**src/rtl/pwr_ramp_pkg.sv**
```systemverilog
package pwr_ramp_pkg;

  localparam int RAMP_STEPS = 5;
  localparam logic [7:0] WORD_CLOSED = 8'hFF;
  localparam logic [7:0] WORD_OPEN   = 8'h00;

  // Strobes passed from the sequencer FSM to the datapath.
  typedef struct packed {
    logic       wordWrite;
    logic [7:0] wordVal;
    logic       timerLoad;
  } ramp_stb_t;

  // Opening ramp: each step clears more of the clamp word.
  function automatic logic [7:0] rampWord(input logic [2:0] stepIdx);
    case (stepIdx)
      3'd0:    rampWord = 8'hFF;
      3'd1:    rampWord = 8'hFE;
      3'd2:    rampWord = 8'hF8;
      3'd3:    rampWord = 8'hF0;
      default: rampWord = 8'h00;
    endcase
  endfunction

endpackage

```
**src/rtl/pwr_ramp_dp.sv**
```systemverilog
module pwr_ramp_dp
  import pwr_ramp_pkg::*;
#(
  parameter int CLK_MHZ  = 100,
  parameter int PAUSE_US = 10
) (
  input  logic      clk,
  input  logic      rstN,
  input  ramp_stb_t stb,
  output logic [7:0] swWord,
  output logic      timerZero,
  output logic      wordOpen
);

  localparam int RELOAD = PAUSE_US * CLK_MHZ - 1;
  localparam int TW     = $clog2(RELOAD + 1);

  logic [TW-1:0] timerCnt;

  always_ff @(posedge clk) begin
    if (!rstN) begin
      swWord <= WORD_CLOSED;
    end else if (stb.wordWrite) begin
      swWord <= stb.wordVal;
    end
  end

  always_ff @(posedge clk) begin
    if (!rstN) begin
      timerCnt <= '0;
    end else if (stb.timerLoad) begin
      timerCnt <= TW'(RELOAD);
    end else if (timerCnt != '0) begin
      timerCnt <= timerCnt - 1'b1;
    end
  end

  assign timerZero = (timerCnt == '0);
  assign wordOpen  = (swWord == WORD_OPEN);

  // the word only moves along the ramp or jumps back to closed.
  a_r2_legal_step: assert property (@(posedge clk) disable iff (!rstN)
    (swWord != $past(swWord)) |->
      (swWord == WORD_CLOSED) ||
      ($past(swWord) == 8'hFF && swWord == 8'hFE) ||
      ($past(swWord) == 8'hFE && swWord == 8'hF8) ||
      ($past(swWord) == 8'hF8 && swWord == 8'hF0) ||
      ($past(swWord) == 8'hF0 && swWord == 8'h00));

  // a new pause is only started once the previous one has run out.
  a_r3_reload_at_zero: assert property (@(posedge clk) disable iff (!rstN)
    stb.timerLoad |-> timerZero);

  // the word never changes while a pause is still counting.
  a_r3_hold_during_pause: assert property (@(posedge clk) disable iff (!rstN)
    !timerZero |=> $stable(swWord));

endmodule

```
**src/rtl/pwr_ramp_ctrl.sv**
```systemverilog
module pwr_ramp_ctrl
  import pwr_ramp_pkg::*;
(
  input  logic      clk,
  input  logic      rstN,
  input  logic      start,
  input  logic      enable,
  input  logic      wordOpen,
  input  logic      timerZero,
  output ramp_stb_t stb,
  output logic      busy,
  output logic      done
);

  typedef enum logic {S_IDLE, S_WAIT} state_t;

  state_t     state, stateNext;
  logic [2:0] stepIdx, stepIdxNext;
  logic       closing, closingNext;
  logic       doneNext;

  always_comb begin
    stb         = '0;
    stateNext   = state;
    stepIdxNext = stepIdx;
    closingNext = closing;
    doneNext    = 1'b0;
    case (state)
      S_IDLE: begin
        if (start) begin
          if (enable && wordOpen) begin
            doneNext = 1'b1;
          end else begin
            // Both request kinds begin by writing the closed word.
            stb.wordWrite = 1'b1;
            stb.wordVal   = WORD_CLOSED;
            stb.timerLoad = 1'b1;
            stepIdxNext   = 3'd0;
            closingNext   = !enable;
            stateNext     = S_WAIT;
          end
        end
      end
      S_WAIT: begin
        if (timerZero) begin
          if (closing || stepIdx == 3'(RAMP_STEPS - 1)) begin
            doneNext  = 1'b1;
            stateNext = S_IDLE;
          end else begin
            stepIdxNext   = stepIdx + 3'd1;
            stb.wordWrite = 1'b1;
            stb.wordVal   = rampWord(stepIdx + 3'd1);
            stb.timerLoad = 1'b1;
          end
        end
      end
      default: stateNext = S_IDLE;
    endcase
  end

  always_ff @(posedge clk) begin
    if (!rstN) begin
      state   <= S_IDLE;
      stepIdx <= '0;
      closing <= 1'b0;
      done    <= 1'b0;
    end else begin
      state   <= stateNext;
      stepIdx <= stepIdxNext;
      closing <= closingNext;
      done    <= doneNext;
    end
  end

  assign busy = (state == S_WAIT);

  // completion is a single-cycle pulse.
  a_r6_done_pulse: assert property (@(posedge clk) disable iff (!rstN)
    done |=> !done);

  // never busy and done together.
  a_r6_busy_excl_done: assert property (@(posedge clk) disable iff (!rstN)
    busy |-> !done);

  // an open request on an open switch completes at once.
  a_r4_open_skip: assert property (@(posedge clk) disable iff (!rstN)
    (state == S_IDLE && start && enable && wordOpen) |=> (done && !busy));

  // a request while busy does not restart the step count.
  a_r7_busy_ignore: assert property (@(posedge clk) disable iff (!rstN)
    (busy && !timerZero) |=> $stable(stepIdx));

endmodule

```
**src/rtl/pwr_ramp_seq.sv**
```systemverilog
module pwr_ramp_seq
  import pwr_ramp_pkg::*;
#(
  parameter int CLK_MHZ  = 100,
  parameter int PAUSE_US = 10
) (
  input  logic       clk,
  input  logic       rstN,
  input  logic       start,
  input  logic       enable,
  output logic       busy,
  output logic       done,
  output logic [7:0] swWord
);

  ramp_stb_t stb;
  logic      timerZero;
  logic      wordOpen;

  pwr_ramp_ctrl u_ctrl (
    .clk       (clk),
    .rstN      (rstN),
    .start     (start),
    .enable    (enable),
    .wordOpen  (wordOpen),
    .timerZero (timerZero),
    .stb       (stb),
    .busy      (busy),
    .done      (done)
  );

  pwr_ramp_dp #(
    .CLK_MHZ  (CLK_MHZ),
    .PAUSE_US (PAUSE_US)
  ) u_dp (
    .clk       (clk),
    .rstN      (rstN),
    .stb       (stb),
    .swWord    (swWord),
    .timerZero (timerZero),
    .wordOpen  (wordOpen)
  );

endmodule

```
**config.mk**
```make
export PLATFORM = sky130hd
export DESIGN_NAME = pwr_ramp_seq
export DESIGN_NICKNAME = d
export VERILOG_FILES = /design/src/rtl/pwr_ramp_pkg.sv /design/src/rtl/pwr_ramp_dp.sv /design/src/rtl/pwr_ramp_ctrl.sv /design/src/rtl/pwr_ramp_seq.sv
export SDC_FILE = /design/constraint.sdc
export NUM_CORES = 1
export LEC_CHECK = 0
export ABC_CLOCK_PERIOD_IN_PS = 4700
export BUFFER_PORTS_ARGS = -buffer_cell sky130_fd_sc_hd__buf_2
export CORE_MARGIN = 1.5
export CORE_UTILIZATION = 45
export DETAILED_ROUTE_END_ITERATION = 12
export REMOVE_ABC_BUFFERS = 1
export SLEW_MARGIN = 30
export SYNTH_ARGS = -nofsm -noshare
export SYNTH_HDL_FRONTEND = slang
export SYNTH_SLANG_ARGS = --single-unit
```
**constraint.sdc**
```tcl
create_clock -name clk -period 4.7 [get_ports clk]
set_clock_uncertainty 0.05 [all_clocks]
set_input_delay 0.47 -clock clk [delete_from_list [all_inputs] [get_ports clk]]
set_output_delay 0.47 -clock clk [all_outputs]
set_load 0.05 [all_outputs]
```
==> impl_results.md <==
- Status: finished clean
- Distinct cell type count after synthesis: 42
- Post-Syn Area per Cell: 8.86 µm²
- Post-CTS setup repair buffer count: 0
- Tmin final: 2460 ps
- Area contributors post-synth: dfxtp_1 37%, ha_1 8.0%, a21oi_1 4.1%
- R2r setup slk: 2240 ps
- Area Overhead vs Synth: 6.66%
- Chip height: 52.2 µm
- Hpwl dp: between 1500 and 2000 µm
- Core area: ~2300 µm²
- Initial antenna violation count: 0
- Clock Pin Slew Worst Setup and Hold Paths: 110 ps
- Worst setup path end: u_dp.timerCnt[7]
- Crit path max fanout: 10
- Post_cts resized: 0
- Combinational cell fraction of total power: between 30 and 40%
- Worst hold path class: input port to flip-flop
- Cells on worst reg2reg path: 4
- FF-to-FF Start: u_dp.swWord[6]
- Crit Path Category: flip-flop to flip-flop
- Flops & latches, synth: 20
- Num CTS Buffers: 3
- Fillers: ~230
- Register area: 400 µm²
- Setup TNS: 0 ps
- Port bufs: 13
- Ys async rst share: 0%
- Clock sink count: 20
- Residual DRC: 0
- Initial drt markers: 17
- Num rows: 17
- Full die area: 2730 µm²
- Post-DRT Antenna Nets: 0
- Ant. Diodes: 0
- Most frequent cell after synthesis: dfxtp_1
- Drt pass-1 iters: 4
- Syn Std Cell Area: 1090 µm²
- Lkg Pwr: 0.000455 µW
- Max cap viols: 0
- RSZ-0062 raised after global routing: no
- Initial Utilization: a little under 50%
- First-pass GRT wire length: 3750 µm
- Pint: around 270 µW
- Seq/Total Area, Yosys: 36.7%
- Peak Freq: 407 MHz
- Synth top cells by count: 20 x dfxtp_1, 9 x a21oi_1, 9 x nand2_1
- Pins Over Slew Limit: 0
- CP required: 4810 ps
- Ys flop type: dfxtp_1
- Post-synth EDFFs: 0
- Gate Count Post-Synth: between 100 and 150
- Setup crit start kind: flip-flop
- Multi-input combinational cell area: 617 µm²
- Overflow left after global routing: 0
- Root buf cell: clkbuf_4
- Most area-hungry cell type in the Yosys netlist: dfxtp_1
- GPL Wtd Cong: just over 0.8
- DR WL/cell: 14.1 µm
- Clk_lat worst skew: 300 ps
- CP Launch Point: u_dp.swWord[6]
- Worst slew pin tran: 640 ps
- CTS max path bufs: 2
- Switching Share: 37.4%
- I/O pins: 14
- Largest net degree at the start of global routing: 14
- Final hold vios: 0
- R2R Path End: u_dp.timerCnt[7]
- Hold depth: 2
- Arrival time at the worst endpoint: about 2600 ps
- VDD IR max: 199 µV
- Final Setup Violations: 0
- Clock network power share: 18.7%
- Post-CTS Hold Buffers: 0
- Avg Vias per Cell: 5.73
- Crit share post-route: 52.3%
- Share of the synthesized area in the top cell type: a little under two fifths
- # nets final: about 140
- H-tree level count: 1
- Sequential power share: between 40% and 50%
- Fin Hold WS: 370 ps
- Total track usage: between 15 and 20%
- Vias in the first global route: 831
- Critical Path Sink Type: flip-flop
- Routed wire length: between 2000 and 2500 µm
- Synth warn: 0
- Die W: ~52 µm
- Net Sw Power: ~160 µW
- Slew headroom: 57.0%
- PwrDens: 373 nW/µm²
- TritonCTS clock tree: built
- Share of cells above drive strength 1: between 15 and 20%
- Via count: 905
[how the worst min path moves through the flow]
stage                     startpoint                to  slack, ps
global placement    u_dp.timerCnt[7]  u_dp.timerCnt[7]        440
detailed placement    u_ctrl.closing    u_ctrl.closing        450
CTS                             rstN  u_dp.timerCnt[1]        370
finish                          rstN  u_dp.timerCnt[1]        370
floorplan             u_ctrl.closing    u_ctrl.closing        410
global route                    rstN  u_dp.timerCnt[1]        380
[cell usage in the layout (no fill, tap or decap), drive strengths merged, types with 3 or more instances in the layout]
cell	count
o21ai	3
clkbuf	3
xor2	4
nor2b	4
buf	13
nor2	6
nor3	6
a21oi	9
a221o	3
ha	7
or3	5
nand2	9
a31oi	3
inv	6
dfxtp	20
[cell families after synthesis]
group,synth area share [%]
buffers and inverters,6.66
AO/OA/AOI/OAI,19.7
adder cells (fa/ha/maj),8.04
XOR/XNOR,4.02
multiplexers,1.84
AND/OR/NAND/NOR,23.0
flip-flops,36.7
[through the flow]
| stage | power [µW] | util (%) | std cells | setup slack [ps] | area, µm² |
|---|---|---|---|---|---|
| after CTS | 434 | 51.6 | 158 | 2260 | 1160 |
| after detailed placement | 354 | 50.6 | 155 | 2130 | 1140 |
| after floorplan | 322 | - | 114 | 1750 | 1040 |
| final | 433 | 51.6 | 158 | 2240 | 1160 |
| after global placement | 354 | 50.6 | 155 | 2180 | 1140 |
| after global routing | 462 | 51.6 | 158 | 2080 | 1160 |
[state kept, by name (all words and copies together) (netlist names)]
register / cells
u_dp.swWord: 4
u_ctrl.busy: 1
u_dp.timerCnt: 10
u_ctrl.stepIdx: 3
u_ctrl.closing: 1
u_ctrl.done: 1
[routing by layer]
metal	global-route usage (%)	share of wire [%]	vias to the layer above
met4	7.69	1.3	0
met3	2.57	3.9	4
met1	27.4	50	424
met5	0	0	-
li1	-	-	460
met2	26.4	44	17
[worst max-delay path, stage by stage, from the launching register on]
cell and delay (ps):
dfxtp_1 360, or4b_2 690, o21ai_0 530, a21boi_2 540, a31oi_1 160
[power groups by stage]
| stage | logic, µW | clock network, µW | registers, µW |
|---|---|---|---|
| 2_1_floorplan | 87.1 | 0 | 235 |
| 5_1_grt | 154 | 92.1 | 216 |
| 6_report | 141 | 80.9 | 212 |
| 4_1_cts | 140 | 83.0 | 211 |
| 3_5_place_dp | 139 | 0 | 215 |
| 3_3_place_gp | 139 | 0 | 215 |
[area by class of cell]
class	count	area share, %
sequential	20	34.4
inverter	6	1.94
timing repair buffer	13	5.60
clock buffer	3	1.94
tap	28	3.01
multi-input combinational	88	53.1
Note: power is estimated with default switching activity, not from simulation.
